File: config.mk
export PLATFORM = sky130hd
export DESIGN_NAME = adc_seq_ctrl
export DESIGN_NICKNAME = d
export VERILOG_FILES = /design/src/rtl/adc_seq_pkg.sv /design/src/rtl/adc_seq_settle.sv /design/src/rtl/adc_seq_regs.sv /design/src/rtl/adc_seq_fsm.sv /design/src/rtl/adc_seq_ctrl.sv
export SDC_FILE = /design/constraint.sdc
export NUM_CORES = 1
export LEC_CHECK = 0
export CAP_MARGIN = 20
export CORE_UTILIZATION = 45
export DETAILED_ROUTE_END_ITERATION = 8
export PLACE_DENSITY = 0.72
export SYNTH_ARGS = -nofsm -noshare
export SYNTH_HDL_FRONTEND = slang
export SYNTH_HIERARCHICAL = 1
export SYNTH_SLANG_ARGS = --single-unit
File: constraint.sdc
create_clock -name clk -period 1.6 [get_ports clk]
set_input_delay 0.16 -clock clk [delete_from_list [all_inputs] [get_ports clk]]
set_output_delay 0.16 -clock clk [all_outputs]
set_load 0.05 [all_outputs]
File: src/rtl/adc_seq_pkg.sv
package adc_seq_pkg;

  localparam int ADDR_W = 3;

  localparam logic [ADDR_W-1:0] A_CTRL   = 3'd0;
  localparam logic [ADDR_W-1:0] A_STATUS = 3'd1;
  localparam logic [ADDR_W-1:0] A_IRQEN  = 3'd2;
  localparam logic [ADDR_W-1:0] A_RESULT = 3'd3;
  localparam logic [ADDR_W-1:0] A_RES_OB = 3'd4;

  // status / interrupt-enable bit used by the done flag
  localparam int DONE_BIT = 2;

  typedef enum logic [1:0] {
    ST_IDLE,
    ST_SETTLE,
    ST_REQ,
    ST_WAIT
  } seq_state_e;

endpackage

File: src/rtl/adc_seq_settle.sv
module adc_seq_settle #(
  parameter int CYCLES = 1000
) (
  input  logic clk,
  input  logic rst_n,
  input  logic load,
  input  logic run,
  output logic zero
);
  localparam int CNT_W = $clog2(CYCLES + 1);

  logic [CNT_W-1:0] cnt_q;

  always_ff @(posedge clk) begin
    if (!rst_n) begin
      cnt_q <= '0;
    end else if (load) begin
      cnt_q <= CNT_W'(CYCLES - 1);
    end else if (run && (cnt_q != '0)) begin
      cnt_q <= cnt_q - 1'b1;
    end
  end

  assign zero = (cnt_q == '0);

endmodule

File: src/rtl/adc_seq_regs.sv
module adc_seq_regs
  import adc_seq_pkg::*;
#(
  parameter int NUM_IN = 10,
  parameter int DATA_W = 16,
  parameter int REG_W  = 16,
  parameter int SEL_W  = 4
) (
  input  logic              clk,
  input  logic              rst_n,
  input  logic              host_wr,
  input  logic [ADDR_W-1:0] host_addr,
  input  logic [REG_W-1:0]  host_wdata,
  output logic [REG_W-1:0]  host_rdata,
  // towards the sequencer
  output logic              start_pend,
  output logic [SEL_W-1:0]  sel,
  output logic [NUM_IN-1:0] mask,
  output logic              dly_req,
  // from the sequencer
  input  logic              launch,
  input  logic              busy,
  input  logic              done_set,
  input  logic              cap_en,
  input  logic [DATA_W-1:0] cap_data,
  // flags
  output logic              done_flag,
  output logic              ie_done,
  output logic [DATA_W-1:0] result_val,
  output logic              irq
);
  localparam int CTRL_W  = SEL_W + NUM_IN + 2;
  localparam int SEL_LO  = 1;
  localparam int MASK_LO = SEL_W + 1;
  localparam int DLY_POS = SEL_W + NUM_IN + 1;

  logic              start_q;
  logic [SEL_W-1:0]  sel_q;
  logic [NUM_IN-1:0] mask_q;
  logic              dly_q;
  logic              ie_q;
  logic              done_q;
  logic [DATA_W-1:0] result_q;

  logic ctrl_wr;
  logic clr_wr;
  logic ie_wr;

  // a new control word is taken only when nothing is pending or running
  assign ctrl_wr = host_wr && (host_addr == A_CTRL) && !busy && !start_q;
  assign clr_wr  = host_wr && (host_addr == A_STATUS) && host_wdata[DONE_BIT];
  assign ie_wr   = host_wr && (host_addr == A_IRQEN);

  always_ff @(posedge clk) begin
    if (!rst_n) begin
      start_q <= 1'b0;
      sel_q   <= '0;
      mask_q  <= '0;
      dly_q   <= 1'b0;
    end else if (launch) begin
      start_q <= 1'b0;
    end else if (ctrl_wr) begin
      start_q <= host_wdata[0];
      sel_q   <= host_wdata[SEL_LO +: SEL_W];
      mask_q  <= host_wdata[MASK_LO +: NUM_IN];
      dly_q   <= host_wdata[DLY_POS];
    end
  end

  always_ff @(posedge clk) begin
    if (!rst_n) begin
      ie_q <= 1'b0;
    end else if (ie_wr) begin
      ie_q <= host_wdata[DONE_BIT];
    end
  end

  // set has priority over the write-one-to-clear
  always_ff @(posedge clk) begin
    if (!rst_n) begin
      done_q <= 1'b0;
    end else if (done_set) begin
      done_q <= 1'b1;
    end else if (clr_wr) begin
      done_q <= 1'b0;
    end
  end

  always_ff @(posedge clk) begin
    if (!rst_n) begin
      result_q <= '0;
    end else if (cap_en) begin
      result_q <= cap_data;
    end
  end

  logic [CTRL_W-1:0] ctrl_word;
  assign ctrl_word = {dly_q, mask_q, sel_q, start_q};

  always_comb begin
    host_rdata = '0;
    case (host_addr)
      A_CTRL:   host_rdata = REG_W'(ctrl_word);
      A_STATUS: host_rdata[DONE_BIT] = done_q;
      A_IRQEN:  host_rdata[DONE_BIT] = ie_q;
      A_RESULT: host_rdata = REG_W'(result_q);
      A_RES_OB: host_rdata = REG_W'(result_q ^ (DATA_W'(1) << (DATA_W - 1)));
      default:  host_rdata = '0;
    endcase
  end

  assign start_pend = start_q;
  assign sel        = sel_q;
  assign mask       = mask_q;
  assign dly_req    = dly_q;
  assign done_flag  = done_q;
  assign ie_done    = ie_q;
  assign result_val = result_q;
  assign irq        = done_q && ie_q;

endmodule

File: src/rtl/adc_seq_fsm.sv
module adc_seq_fsm
  import adc_seq_pkg::*;
#(
  parameter int NUM_IN        = 10,
  parameter int DATA_W        = 16,
  parameter int SEL_W         = 4,
  parameter int SETTLE_CYCLES = 1000
) (
  input  logic              clk,
  input  logic              rst_n,
  input  logic              start_pend,
  input  logic [SEL_W-1:0]  sel,
  input  logic [NUM_IN-1:0] mask,
  input  logic              dly_req,
  output logic              launch,
  output logic              busy,
  output logic              done_set,
  output logic              cap_en,
  output logic [DATA_W-1:0] cap_data,
  output logic              conv_req_valid,
  input  logic              conv_req_ready,
  output logic [SEL_W-1:0]  conv_chan,
  input  logic              res_valid,
  output logic              res_ready,
  input  logic [DATA_W-1:0] res_data
);
  seq_state_e state_q, state_d;
  logic       en_hit;
  logic       tmr_load;
  logic       tmr_zero;

  // enable lookup; select values beyond the input count never hit
  always_comb begin
    en_hit = 1'b0;
    for (int i = 0; i < NUM_IN; i++) begin
      if (sel == SEL_W'(i)) en_hit = mask[i];
    end
  end

  adc_seq_settle #(.CYCLES(SETTLE_CYCLES)) u_settle (
    .clk   (clk),
    .rst_n (rst_n),
    .load  (tmr_load),
    .run   (state_q == ST_SETTLE),
    .zero  (tmr_zero)
  );

  always_comb begin
    state_d  = state_q;
    launch   = 1'b0;
    done_set = 1'b0;
    cap_en   = 1'b0;
    tmr_load = 1'b0;
    case (state_q)
      ST_IDLE: begin
        if (start_pend) begin
          launch = 1'b1;
          if (!en_hit) begin
            done_set = 1'b1;
          end else if (dly_req) begin
            tmr_load = 1'b1;
            state_d  = ST_SETTLE;
          end else begin
            state_d = ST_REQ;
          end
        end
      end
      ST_SETTLE: begin
        if (tmr_zero) state_d = ST_REQ;
      end
      ST_REQ: begin
        if (conv_req_ready) state_d = ST_WAIT;
      end
      ST_WAIT: begin
        if (res_valid) begin
          cap_en   = 1'b1;
          done_set = 1'b1;
          state_d  = ST_IDLE;
        end
      end
      default: state_d = ST_IDLE;
    endcase
  end

  always_ff @(posedge clk) begin
    if (!rst_n) state_q <= ST_IDLE;
    else        state_q <= state_d;
  end

  assign busy           = (state_q != ST_IDLE);
  assign conv_req_valid = (state_q == ST_REQ);
  assign res_ready      = (state_q == ST_WAIT);
  assign conv_chan      = sel;
  assign cap_data       = res_data;

endmodule

File: src/rtl/adc_seq_ctrl.sv
module adc_seq_ctrl
  import adc_seq_pkg::*;
#(
  parameter int NUM_IN        = 10,
  parameter int DATA_W        = 16,
  parameter int REG_W         = 16,
  parameter int SETTLE_CYCLES = 1000
) (
  input  logic                      clk,
  input  logic                      rst_n,
  input  logic                      host_wr,
  input  logic [ADDR_W-1:0]         host_addr,
  input  logic [REG_W-1:0]          host_wdata,
  output logic [REG_W-1:0]          host_rdata,
  output logic                      conv_req_valid,
  input  logic                      conv_req_ready,
  output logic [$clog2(NUM_IN)-1:0] conv_chan,
  input  logic                      res_valid,
  output logic                      res_ready,
  input  logic [DATA_W-1:0]         res_data,
  output logic                      irq
);
  localparam int SEL_W = $clog2(NUM_IN);

  logic              start_pend;
  logic [SEL_W-1:0]  sel;
  logic [NUM_IN-1:0] mask;
  logic              dly_req;
  logic              launch;
  logic              busy;
  logic              done_set;
  logic              cap_en;
  logic [DATA_W-1:0] cap_data;
  logic              done_flag;
  logic              ie_done;
  logic [DATA_W-1:0] result_val;

  adc_seq_regs #(
    .NUM_IN (NUM_IN),
    .DATA_W (DATA_W),
    .REG_W  (REG_W),
    .SEL_W  (SEL_W)
  ) u_regs (
    .clk        (clk),
    .rst_n      (rst_n),
    .host_wr    (host_wr),
    .host_addr  (host_addr),
    .host_wdata (host_wdata),
    .host_rdata (host_rdata),
    .start_pend (start_pend),
    .sel        (sel),
    .mask       (mask),
    .dly_req    (dly_req),
    .launch     (launch),
    .busy       (busy),
    .done_set   (done_set),
    .cap_en     (cap_en),
    .cap_data   (cap_data),
    .done_flag  (done_flag),
    .ie_done    (ie_done),
    .result_val (result_val),
    .irq        (irq)
  );

  adc_seq_fsm #(
    .NUM_IN        (NUM_IN),
    .DATA_W        (DATA_W),
    .SEL_W         (SEL_W),
    .SETTLE_CYCLES (SETTLE_CYCLES)
  ) u_fsm (
    .clk            (clk),
    .rst_n          (rst_n),
    .start_pend     (start_pend),
    .sel            (sel),
    .mask           (mask),
    .dly_req        (dly_req),
    .launch         (launch),
    .busy           (busy),
    .done_set       (done_set),
    .cap_en         (cap_en),
    .cap_data       (cap_data),
    .conv_req_valid (conv_req_valid),
    .conv_req_ready (conv_req_ready),
    .conv_chan      (conv_chan),
    .res_valid      (res_valid),
    .res_ready      (res_ready),
    .res_data       (res_data)
  );

endmodule

==> impl_metrics.py <==
metrics = {
    "power": {
        "swShare": 0.248,
        "totalPowerFinal_mw": 2.49,
        "p_int_mw": 1.87,
        "irDropWorstVdd_mv": 0.445,
        "clockPowerShare": 0.344,
        "p_leak_nw": 1.50,
        "p_per_area_mw_per_mm2": 632,
        "switchingPower_mw": 0.617,
        "power_frac_seq": 0.471,
        "combPwrFrac": 0.185,
    },
    "final_layout": {
        "num-fill-cells": 416,
        "layout-drive-gt1-share": 0.309,
        "area_delta_synth_final_pct": 45.3,
        "regArea_sq_um": 927,
        "multiInputGateArea_sq_mm": 0.00158,
        "fin_cells": 444,
        "diodes": 0,
        "nets": 416,
        "final_area_sq_mm": 0.00393,
        "mostFrequentLayoutCells": "mux2i_1 (43), dfxtp_1 (43), nand2_1 (42), buf_4 (41), clkdlybuf4s50_1 (35)",
    },
    "timing": {
        "maxSlewViolCount": 0,
        "setup_ws_ns": -0.0891,
        "period_needed_ns": 1.69,
        "slew_headroom": 0.721,
        "setup-violations-final": 8,
        "rsz0062_at_grt": "yes",
        "min_period_over_period": 1.06,
        "fmax_ghz": 0.592,
        "hold_violations": 0,
        "worst_pin_slew_ns": 0.412,
        "setup_tns_ns": -0.331,
        "clock-skew-final_ns": 0.00481,
    },
    "global_routing": {
        "gr-total-overflow": 0,
        "grt_pass1_wl_um": 10400,
        "grt_usage": 0.206,
        "antenna_found_initial": 0,
        "grt_max_degree": 30,
        "first_global_vias": 2182,
    },
    "clock_tree": {
        "htree_levels": 2,
        "ctsHoldBuffers": 0,
        "cts_sinks": 46,
        "cts_buffer_depth": 2,
        "cts_tree": "done",
        "insertion_delay_ns": 0.29,
        "cts_root_buffer": "clkbuf_8",
        "cts-buffers-inserted": 5,
        "clkTransAtPathRegs_ns": 0.08,
    },
    "die": {
        "dieArea_sq_mm": 0.00633,
        "rows": 27,
        "die_height_um": 79.6,
        "ioPinCount": 63,
        "core_sq_mm": 0.00564,
        "die_x_um": 79.6,
        "initial_core_util": 0.480,
    },
    "place": {
        "placed_area_sq_mm": 0.00362,
        "io_buffers": 62,
        "place_inst": 430,
        "dpl.hpwl_um": 4450,
        "gp_congestion": 0.786,
    },
    "status": {
        "status": "complete, but fails checks",
        "violations": "negative setup slack",
    },
    "synthesis": {
        "synth_top_cell_by_area": "dfxtp_1",
        "ys_warn_count": 6,
        "synthArstFlopShare": 0,
        "syn_nets": 338,
        "synth_area_sq_mm": 0.00271,
        "ys_seq_area_frac": 0.340,
        "synth_edf_count": 0,
        "synth_cells": 293,
        "synth_top_area_frac": 0.340,
        "synth_seq_cells": 46,
        "synthTopCellsByArea": "dfxtp_1 (34%), mux2i_1 (16%), buf_4 (6.1%), nand2_1 (5.8%), a22o_1 (4.5%)",
        "synth_flop_cell": "dfxtp_1",
        "ys_types": 53,
        "syn_avg_cell_area_sq_um": 9.24,
    },
    "detailed_routing": {
        "drt_pass1_iterations": 4,
        "wirelength_um": 6450,
        "drtAntennaViolNets": 0,
        "num_vias": 2309,
        "route.detailed.drc": 0,
        "vias_per_cell": 5.20,
        "drt_iter0_drc": 86,
        "routedWlPerCell_um": 14.5,
    },
    "setup_path": {
        "critical_path_arrival_ns": 1.92,
        "end_kind": "flop",
        "cp-startpoint": "u_fsm/state_q[1]",
        "worstSetupStartpointType": "flop",
        "criticalPathCategory": "flop to flop",
        "path_max_fanout": 6,
        "timing.rr.start": "u_fsm/state_q[1]",
        "required_ns": 1.83,
    },
    "worst_hold_path": {
        "hold_class": "input port to flop",
        "min_from": "rst_n",
    },
    "flow_run": {
        "drv_cap": 0,
    },
}
## state kept, by name, summed over array words and instances, names as in the netlist
name	cells
u_regs/start_pend	1
u_regs/result_val	16
u_fsm/state_q	2
u_regs/sel	4
u_regs/done_flag	1
u_regs/ie_done	1
u_fsm/u_settle/cnt_q	10
u_regs/dly_req	1
u_regs/mask	10
## final timing paths
check | endpoint | slack [ns] | depth (start not counted)
worst max register to register | u_fsm/u_settle/cnt_q[3] | -0.09 | 5
worst min register to register | u_regs/mask[3] | 0.49 | 2
worst min-delay path | u_fsm/u_settle/cnt_q[6] | 0.28 | 3
worst max-delay path | u_fsm/u_settle/cnt_q[3] | -0.09 | 5
## power groups by stage
stage                     sequential (mW)  clock (mW)  combinational (mW)
after global routing                 1.17       0.925               0.489
after detailed placement             1.20           0               0.396
after floorplan                      1.20           0               0.229
after global placement               1.20           0               0.392
after CTS                            1.17       0.869               0.435
final                                1.17       0.856               0.459
## kinds of logic (layout without fill, tap and decap cells)
kind of cell,count (synthesis),in the layout,synth area share
compound gates,49,49,0.139
xor+xnor,1,1,0.00324
fa+ha+maj,5,5,0.0231
buf+inv,49,127,0.122
flops,46,46,0.340
mux,43,43,0.159
simple gates,100,101,0.214
## per-stage QoR
| stage | setup WS (ns) | util | hold slack [ns] |
|---|---|---|---|
| floorplan | -0.0671 | - | 0.295 |
| global placement | -0.471 | 0.642 | 0.464 |
| detailed placement | -0.505 | 0.642 | 0.476 |
| CTS | -0.0968 | 0.686 | 0.293 |
| global route | -0.200 | 0.697 | 0.312 |
| finish | -0.0891 | 0.697 | 0.278 |
## Yosys cell counts, types with 2 or more instances
cell / n
buf_4: 22
nand3_1: 2
nor3_2: 2
mux2i_1: 43
and2_1: 3
o21ai_0: 4
nand4_1: 2
ha_1: 5
o31ai_1: 4
buf_6: 6
inv_1: 12
nor2b_1: 18
nor2_1: 7
dfxtp_1: 46
a41oi_1: 2
buf_2: 2
a22o_1: 14
nand2_1: 42
clkbuf_1: 4
a31oi_1: 6
nor3b_1: 3
nand4b_1: 2
nor2b_4: 2
nor3_1: 5
a21oi_1: 7
## per-layer routing
metal	up-vias	routed length (um)	global-route usage
met3	4	273	0.0389
met2	43	3160	0.352
met5	-	0	0
met1	1094	2990	0.270
met4	0	29	0.0382
li1	1168	-	-
## critical path: stages (launching register included)
cell	delay (ns)
dfxtp_1	0.33
inv_2	0.08
ha_1	0.24
or3b_1	0.42
or4_1	0.42
a21oi_1	0.14
## final cells by class
cell class | instances | area share
well taps | 72 | 0.0229
repair buffers | 105 | 0.297
multi-input cells | 199 | 0.402
inverters | 14 | 0.0137
flip-flops and latches | 46 | 0.236
clock buffers | 5 | 0.0175
clock inverters | 3 | 0.0102
## repair_timing
| item | 4_1_cts | 5_1_grt |
|---|---|---|
| setup endpoints to repair | 43 | 43 |
| pin swaps | 10 | 6 |
| buffers inserted | 2 | 3 |
| cloned | 2 | 0 |
| resized for setup | 23 | 11 |
No activity file was read; power rests on OpenSTA's default activity.
